[config.mk]
export PLATFORM = sky130hd
export DESIGN_NAME = spi_regbank
export DESIGN_NICKNAME = d
export VERILOG_FILES = /design/src/rtl/spi_regbank.sv
export SDC_FILE = /design/constraint.sdc
export NUM_CORES = 1
export LEC_CHECK = 0
export BUFFER_PORTS_ARGS = -buffer_cell sky130_fd_sc_hd__buf_2
export CELL_PAD_IN_SITES_DETAIL_PLACEMENT = 1
export CELL_PAD_IN_SITES_GLOBAL_PLACEMENT = 1
export CORE_UTILIZATION = 49
export CTS_BUF_LIST = sky130_fd_sc_hd__clkbuf_2 sky130_fd_sc_hd__clkbuf_4 sky130_fd_sc_hd__clkbuf_8
export CTS_CLUSTER_SIZE = 8
export DETAILED_ROUTE_END_ITERATION = 6
export PLACE_DENSITY_LB_ADDON = 0.25
export SKIP_LAST_GASP = 1
export SYNTH_ARGS = -nofsm -noshare
export SYNTH_HDL_FRONTEND = slang
export SYNTH_SLANG_ARGS = --single-unit
[constraint.sdc]
create_clock -name clk -period 7.5 [get_ports clk]
set_input_delay 1.5 -clock clk [delete_from_list [all_inputs] [get_ports clk]]
set_output_delay 1.5 -clock clk [all_outputs]
set_load 0.01 [all_outputs]
[src/rtl/spi_regbank.sv]
module spi_regbank #(
  parameter int DW        = 32,
  parameter int NUM_CFG   = 4,
  parameter int TEST_ADDR = 4,
  parameter int STAT_BASE = 8,
  parameter int NUM_STAT  = 2,
  parameter int SYNC      = 2
) (
  input  logic                   clk,
  input  logic                   rst_n,
  input  logic                   spi_sck,
  input  logic                   spi_cs_n,
  input  logic                   spi_mosi,
  output logic                   spi_miso,
  input  logic [NUM_STAT*DW-1:0] stat_in,
  output logic [NUM_CFG*DW-1:0]  cfg_q,
  output logic [NUM_CFG-1:0]     cfg_wr,
  output logic                   test_mode
);

  localparam int FRAME = 8 + DW;
  localparam int CW    = $clog2(FRAME + 1);

  logic [SYNC:0]   sck_p;
  logic [SYNC-1:0] cs_p;
  logic [SYNC-1:0] mosi_p;

  always_ff @(posedge clk or negedge rst_n) begin
    if (!rst_n) begin
      sck_p  <= '0;
      cs_p   <= '1;
      mosi_p <= '0;
    end else begin
      sck_p  <= {sck_p[SYNC-1:0], spi_sck};
      cs_p   <= {cs_p[SYNC-2:0], spi_cs_n};
      mosi_p <= {mosi_p[SYNC-2:0], spi_mosi};
    end
  end

  wire cs_s   = cs_p[SYNC-1];
  wire mosi_s = mosi_p[SYNC-1];
  wire rise   = sck_p[SYNC-1] & ~sck_p[SYNC] & ~cs_s;

  logic [CW-1:0]   cnt;
  logic [DW-2:0]   sh_in;
  logic [7:0]      cmd;
  logic [DW-1:0]   sh_out;
  logic [DW-1:0]   cfg_r [NUM_CFG];
  logic            test_r;
  logic [DW-1:0]   rd_val;

  wire [7:0]    cmd_nx  = {sh_in[6:0], mosi_s};
  wire [DW-1:0] word_nx = {sh_in, mosi_s};
  wire          step    = rise && (cnt != CW'(FRAME));
  wire          cmd_end = step && (cnt == CW'(7));
  wire          in_data = cnt >= CW'(8);
  wire          commit  = step && (cnt == CW'(FRAME - 1)) && !cmd[7];
  wire [6:0]    wr_addr = cmd[6:0];

  always_comb begin
    rd_val = '0;
    for (int i = 0; i < NUM_CFG; i++)
      if (cmd_nx[6:0] == 7'(i)) rd_val = cfg_r[i];
    if (cmd_nx[6:0] == 7'(TEST_ADDR)) rd_val = {{(DW-1){1'b0}}, test_r};
    for (int s = 0; s < NUM_STAT; s++)
      if (cmd_nx[6:0] == 7'(STAT_BASE + s)) rd_val = stat_in[s*DW +: DW];
  end

  always_ff @(posedge clk or negedge rst_n) begin
    if (!rst_n) begin
      cnt    <= '0;
      sh_in  <= '0;
      cmd    <= '0;
      sh_out <= '0;
    end else begin
      if (cs_s) begin
        cnt <= '0;
      end else if (step) begin
        cnt   <= cnt + CW'(1);
        sh_in <= word_nx[DW-2:0];
        if (cmd_end) cmd <= cmd_nx;
      end
      if (cmd_end && cmd_nx[7])
        sh_out <= rd_val;
      else if (step && in_data)
        sh_out <= {sh_out[DW-2:0], 1'b0};
    end
  end

  for (genvar i = 0; i < NUM_CFG; i++) begin : g_cfg
    always_ff @(posedge clk or negedge rst_n) begin
      if (!rst_n) begin
        cfg_r[i]  <= '0;
        cfg_wr[i] <= 1'b0;
      end else begin
        cfg_wr[i] <= commit && (wr_addr == 7'(i));
        if (commit && (wr_addr == 7'(i))) cfg_r[i] <= word_nx;
      end
    end
    assign cfg_q[i*DW +: DW] = cfg_r[i];
  end

  always_ff @(posedge clk or negedge rst_n) begin
    if (!rst_n)
      test_r <= 1'b0;
    else if (commit && (wr_addr == 7'(TEST_ADDR)))
      test_r <= word_nx[0];
  end

  assign test_mode = test_r;
  assign spi_miso  = ~cs_s & sh_out[DW-1];

endmodule

Yosys cells after proc, flatten, opt, wreduce, memory -nomap -nowiden. Cells that the tools add are included. W data, S select, Z words.

Register bits after elaboration: 217. Output and inout bits: 134. Input port bits: 69.

Equal/unequal tests: 13. Reduce and logical (&&, ||, !) cells: 18. $add $sub $neg: 1. Order comparisons: 1. Bitwise logic cells: 5. Multiplexer cells: 11.

Operators with widths (number): $mux W32 (9); $eq A7 B2 Y1 const B (4); $eq A7 B1 Y1 const B (2); $eq A7 B3 Y1 const B (2); $eq A7 B4 Y1 const B (2); $logic_not A7 Y1 (2); $mux W6 (2); $logic_and A1 B1 Y1 (11); $add A6 B1 Y6 const B (1); $eq A6 B3 Y1 const B (1); $eq A6 B6 Y1 const B (1); $ge A6 B4 Y1 const B (1); $ne A6 B6 Y1 const B (1); $reduce_bool A2 Y1 (2); $and A1 B1 Y1 (3); $reduce_and A3 Y1 (1); $not A1 Y1 (2); $reduce_and A2 Y1 (1); $logic_not A1 Y1 (1).

Depth between registers and ports, before layout.
Word-level depth: 9. Gate-level depth with buffers: 9.

Worst setup path before layout. No wires, ideal clock.

Path kind: register -> output. Start point: reg cs_p[1]. End point: out spi_miso. Arrival time: 916 ps. Stages on the path, launching flop included: 3. Path slack: 5084 ps. Required time: 6000 ps. Cells stage by stage: dfstp_2 -> clkbuf_1 -> nor2b_1.

Word-level cells in the longest chain between the ends: 2.

Ends and longest elaborated chain: start: declaration (line 25) `logic [SYNC-1:0] cs_p;`; start signal: assignment (line 35) `cs_p <= {cs_p[SYNC-2:0], spi_cs_n};`; $not A1 Y1 (no line); $and A1 B1 Y1 (line 111) `assign spi_miso = ~cs_s & sh_out[DW-1];`; end: declaration (line 14) `output logic spi_miso,`.

Every way passes these cells.

Final worst setup path.
Start point: reg cnt[3]. End point: reg cfg_r, in the netlist cfg_q[64].

Word-level cells in the longest chain between the ends: 5.

Ends and longest elaborated chain: start: declaration (line 44) `logic [CW-1:0] cnt;`; start signal: assignment (line 79) `cnt <= cnt + CW'(1);`; $ne A6 B6 Y1 (line 54) `wire step = rise && (cnt != CW'(FRAME));`; $logic_and A1 B1 Y1 (line 54); $logic_and A1 B1 Y1 * (2 in series) (line 57) `wire commit = step && (cnt == CW'(FRAME - 1)) && !cmd[7];`; $logic_and A1 B1 Y1 * (line 97) `if (commit && (wr_addr == 7'(i))) cfg_r[i] <= word_nx;`; end signal: indexed assignment (line 97); end: declaration (line 48) `logic [DW-1:0] cfg_r [NUM_CFG];`.

Mark *: on every way between the ends. The rest lies on a longest branch, timed or not. A chain may end at the register's enable or synchronous reset.

==> tab_implementation.tex <==
\begin{tabular}{lr}
\hline
Metric & Value \\
\hline
\multicolumn{2}{l}{\textbf{Logic synthesis}} \\
\quad Synth Register Bits & 217 \\
\quad Sequential cell area fraction in the yosys report & 0.540 \\
\quad Most repeated cell in the gate-level netlist after synthesis & sky130\_fd\_sc\_hd\_\_dfrtp\_1 \\
\quad Post-Syn Nets & 865 \\
\quad Asr flop ratio synth & 1.00 \\
\quad Number of synthesized flops with an enable pin & 0 \\
\quad Fraction of synthesized cell area taken by the top area cell type & 0.535 \\
\quad Primary FF master, synth & sky130\_fd\_sc\_hd\_\_dfrtp\_1 \\
\quad Number of synthesis warnings & 0 \\
\quad Summed instance area of the synthesized netlist & 10,100 um2 \\
\quad Cells taking the most area after synthesis & sky130\_fd\_sc\_hd\_\_dfrtp\_1 54\%, sky130\_fd\_sc\_hd\_\_mux2\_2 15\%, sky130\_fd\_sc\_hd\_\_mux2\_4 4.5\%, sky130\_fd\_sc\_hd\_\_nor3\_1 3.1\%, sky130\_fd\_sc\_hd\_\_a221o\_1 2.9\% \\
\quad Cells after synthesis & 794 \\
\quad Synth unique cells & slightly above 50 \\
\quad Cell type with the largest total area after synthesis & sky130\_fd\_sc\_hd\_\_dfrtp\_1 \\
\quad Synth top cells by count & 215 x sky130\_fd\_sc\_hd\_\_dfrtp\_1, 134 x sky130\_fd\_sc\_hd\_\_mux2\_2, 62 x sky130\_fd\_sc\_hd\_\_nor3\_1 \\
\quad Mean instance size in the synthesized netlist & 12.7 um2 \\
\multicolumn{2}{l}{\textbf{Floorplan}} \\
\quad Vertical die dimension & 145 um \\
\quad Starting density of the core & 0.498 \\
\quad Placeable core area & just over 20,000 um2 \\
\quad Die extent in x & 145 um \\
\quad Total number of placement rows & 52 \\
\quad Total Die Area & about 21,000 um2 \\
\quad Num ports & 203 \\
\multicolumn{2}{l}{\textbf{Critical path}} \\
\quad Crit path buffers/inverters & 1 \\
\quad Type of element capturing the critical path & flop \\
\quad Cells along the critical path & or4b\_1 > nor4\_2 > nand2b\_1 > nor3\_4 > buf\_4 > mux2\_2 \\
\quad Type of origin of the critical path & flop \\
\quad Classification of the worst setup path & flop to flop \\
\quad Req. time, crit path & 7.91 ns \\
\quad Highest-delay cell along the critical path & sky130\_fd\_sc\_hd\_\_nor3\_4 \\
\quad Family with the most delay on the worst path & simple AND/OR/NAND/NOR gates \\
\quad Peak per-stage delay on the critical path & 0.95 ns \\
\quad Signal arrival time at the worst endpoint & slightly below 4 ns \\
\quad Critical path fanouts, max & 17 \\
\multicolumn{2}{l}{\textbf{Placement}} \\
\quad Number of cells after detailed placement & between 1,000 and 1,500 \\
\quad Number of buffers inserted by port buffering & 202 \\
\quad Gp weighted congestion & about 0.84 \\
\quad Worst Setup Slack post-DPL & 4.08 ns \\
\quad Cell area after placement & 11,300 um2 \\
\quad Placed wire-length estimate after detailed placement & about 20,000 um \\
\multicolumn{2}{l}{\textbf{Timing}} \\
\quad Number of hold-slack violations in the final timing report & 0 \\
\quad Clock Skews & 0.00837 ns \\
\quad Slew Limit Headroom & 0.0377 \\
\quad Slew of the pin with the lowest slew margin & approximately 1.4 ns \\
\quad Setup TNS & 0 ns \\
\quad Final count of negative-setup-slack endpoints & 0 \\
\quad Unrepaired setup endpoints after global routing & no \\
\quad Final critical-path required period & around 3.5 ns \\
\quad Worst Setup Slack, final & 3.98 ns \\
\quad Max-slew violation count & 0 \\
\quad Period Utilization, post-route & 0.470 \\
\quad F\_max & between 200 and 300 MHz \\
\multicolumn{2}{l}{\textbf{Power and ir drop}} \\
\quad Worst VDD drop & roughly 0.12 mV \\
\quad Final Power & 2.91 mW \\
\quad Power density of the placed cells & 241 nW/um2 \\
\quad Total leakage power & 6.01 nW \\
\multicolumn{2}{l}{\textbf{Clock tree}} \\
\quad Clock root cell & sky130\_fd\_sc\_hd\_\_clkbuf\_8 \\
\quad Setup repair bufs after CTS & 0 \\
\quad Clock transition at the registers of the reported paths & 0.06 ns \\
\quad Clock latency of the later-clocked register in the worst-skew pair & 0.53 ns \\
\quad CTS-repair resized insts & 0 \\
\quad Number of buffers created by CTS & 37 \\
\quad Clk buf depth & 3 \\
\quad Clock tree from TritonCTS & yes \\
\quad Sinks on the clock net & 217 \\
\quad Cts hold-fix bufs & 0 \\
\quad \# H-tree levels & 2 \\
\multicolumn{2}{l}{\textbf{Routing}} \\
\quad Routed Antenna Nets & 0 \\
\quad Starting DRC count in detailed routing & 449 \\
\quad Via count of the routed design & 8,021 \\
\quad Total detailed-routing wirelength & 32,500 um \\
\quad Average wire per cell in the routed design & 25.5 um \\
\quad Residual DRC count & 0 \\
\quad Number of vias per cell & approximately 6.3 \\
\quad Router iterations before antenna repair & 7 \\
\multicolumn{2}{l}{\textbf{Final layout}} \\
\quad Area of all placed cells without fillers & $\sim$12,000 um2 \\
\quad Share of layout cells above drive strength 1 & 0.468 \\
\quad Inserted Diodes & 0 \\
\quad Final net count & 1,051 \\
\quad Cell Count, Final, Fillers Out & 1,278 \\
\quad Synth-to-layout area growth & 20.0\% \\
\multicolumn{2}{l}{\textbf{Global route}} \\
\quad Total routing usage reported by global routing & 0.314 \\
\quad Via count of the first global-routing pass & slightly below 9,000 \\
\quad Global-route wire length before repair & 51,000 um \\
\quad Antenna violations before repair & 0 \\
\quad Maximum number of pins on one net before global-route repair & 78 \\
\quad Global-route congestion overflow total & 0 \\
\multicolumn{2}{l}{\textbf{Status}} \\
\quad Result of the run & finished clean \\
\multicolumn{2}{l}{\textbf{Min path}} \\
\quad Kind of path behind the tightest hold check & flop to flop \\
\multicolumn{2}{l}{\textbf{Flow run}} \\
\quad MaxCap Viol Count & 0 \\
\hline
\end{tabular}
-- layout make-up --
class / instances / area, um2
timing repair buffer: 221 / 1160
clock inverter: 3 / 17.5
fill: 2122 / 8110
inverter: 8 / 30.0
tap: 270 / 338
sequential: 217 / 5440
multi-input combinational: 495 / 4300
clock buffer: 64 / 781
-- logic make-up (layout without fill, tap and decap cells) --
kind of cell,count (synthesis),count (layout),synth area share
DFF,217,217,0.540
xor gates and xnor gates,6,6,0.00523
buffers and inverters,82,296,0.0378
and+or+nand+nor,142,142,0.0742
AOI/OAI and AO/OA,177,177,0.141
muxes,168,168,0.199
adders and majority gates,2,2,0.00249
-- sequential cells by signal (all words and copies together) (netlist names) --
signal and cells:
cfg_q 128, sh_out 32, sh_in 31, cmd 8, cnt 6, cfg_wr 4, sck_p 3, cs_p 2
mosi_p 2, test_mode 1
-- cells in the final DEF (no fill, tap or decap), types with 2 or more instances in the layout --
| cell | n |
|---|---|
| sky130_fd_sc_hd__nor2b_1 | 4 |
| sky130_fd_sc_hd__buf_2 | 201 |
| sky130_fd_sc_hd__mux2_2 | 134 |
| sky130_fd_sc_hd__nand2b_1 | 2 |
| sky130_fd_sc_hd__clkbuf_8 | 48 |
| sky130_fd_sc_hd__dfstp_2 | 2 |
| sky130_fd_sc_hd__a22oi_1 | 10 |
| sky130_fd_sc_hd__and3b_1 | 2 |
| sky130_fd_sc_hd__or4_1 | 4 |
| sky130_fd_sc_hd__o21ai_2 | 2 |
| sky130_fd_sc_hd__ha_1 | 2 |
| sky130_fd_sc_hd__a221o_1 | 29 |
| sky130_fd_sc_hd__mux2i_1 | 3 |
| sky130_fd_sc_hd__inv_1 | 8 |
| sky130_fd_sc_hd__nor4_1 | 2 |
| sky130_fd_sc_hd__nor4_2 | 2 |
| sky130_fd_sc_hd__nand2_1 | 32 |
| sky130_fd_sc_hd__a211oi_1 | 31 |
| sky130_fd_sc_hd__o21ai_0 | 6 |
| sky130_fd_sc_hd__or3_1 | 3 |
| sky130_fd_sc_hd__dfrtp_1 | 212 |
| sky130_fd_sc_hd__clkbuf_4 | 16 |
| sky130_fd_sc_hd__buf_4 | 19 |
| sky130_fd_sc_hd__o22ai_1 | 30 |
| sky130_fd_sc_hd__clkinv_2 | 2 |
| sky130_fd_sc_hd__nor3_4 | 3 |
| sky130_fd_sc_hd__o32a_1 | 29 |
| sky130_fd_sc_hd__nand3b_1 | 2 |
| sky130_fd_sc_hd__dfrtp_2 | 3 |
| sky130_fd_sc_hd__xnor2_1 | 4 |
| sky130_fd_sc_hd__mux2_4 | 30 |
| sky130_fd_sc_hd__a21oi_1 | 14 |
| sky130_fd_sc_hd__a221oi_1 | 21 |
| sky130_fd_sc_hd__nor2_1 | 12 |
| sky130_fd_sc_hd__nor3_1 | 62 |
-- path summary, 6_finish.rpt --
kind | startpoint | endpoint | slack (ns) | depth (start not counted)
setup / recovery | cnt[3] | cfg_q[64] | 3.98 | 6
hold / removal | sck_p[0] | sck_p[1] | 0.35 | 0
setup reg to reg | cnt[3] | cfg_q[64] | 3.98 | 6
hold reg to reg | sck_p[0] | sck_p[1] | 0.35 | 0
max in group asynchronous | rst_n | cfg_q[18] | 5.14 | 2
min in group asynchronous | rst_n | sck_p[1] | 0.94 | 1
-- per-layer routing --
metal  up-vias  wire [um]  GRT usage
li1       3419          -          -
met1      4161      13200      0.402
met3        80       2190     0.0522
met2       361      16000      0.529
met5         -          0          0
met4         0       1070      0.127
-- through the flow --
| stage | utilization | hold slack (ns) |
|---|---|---|
| 2_1_floorplan | - | 0.331 |
| 5_1_grt | 0.598 | 0.359 |
| 6_report | 0.598 | 0.352 |
| 3_5_place_dp | 0.558 | 0.343 |
| 4_1_cts | 0.598 | 0.356 |
| 3_3_place_gp | 0.558 | 0.333 |
-- power breakdown --
part	total, mW	internal (mW)	leakage, nW	switching [mW]
clock	1.13	0.652	0.427	0.481
combinational	0.485	0.167	2.60	0.318
sequential	1.29	1.19	2.99	0.0960
total	2.91	2.01	6.01	0.896
No activity file was read; power rests on OpenSTA's default activity.
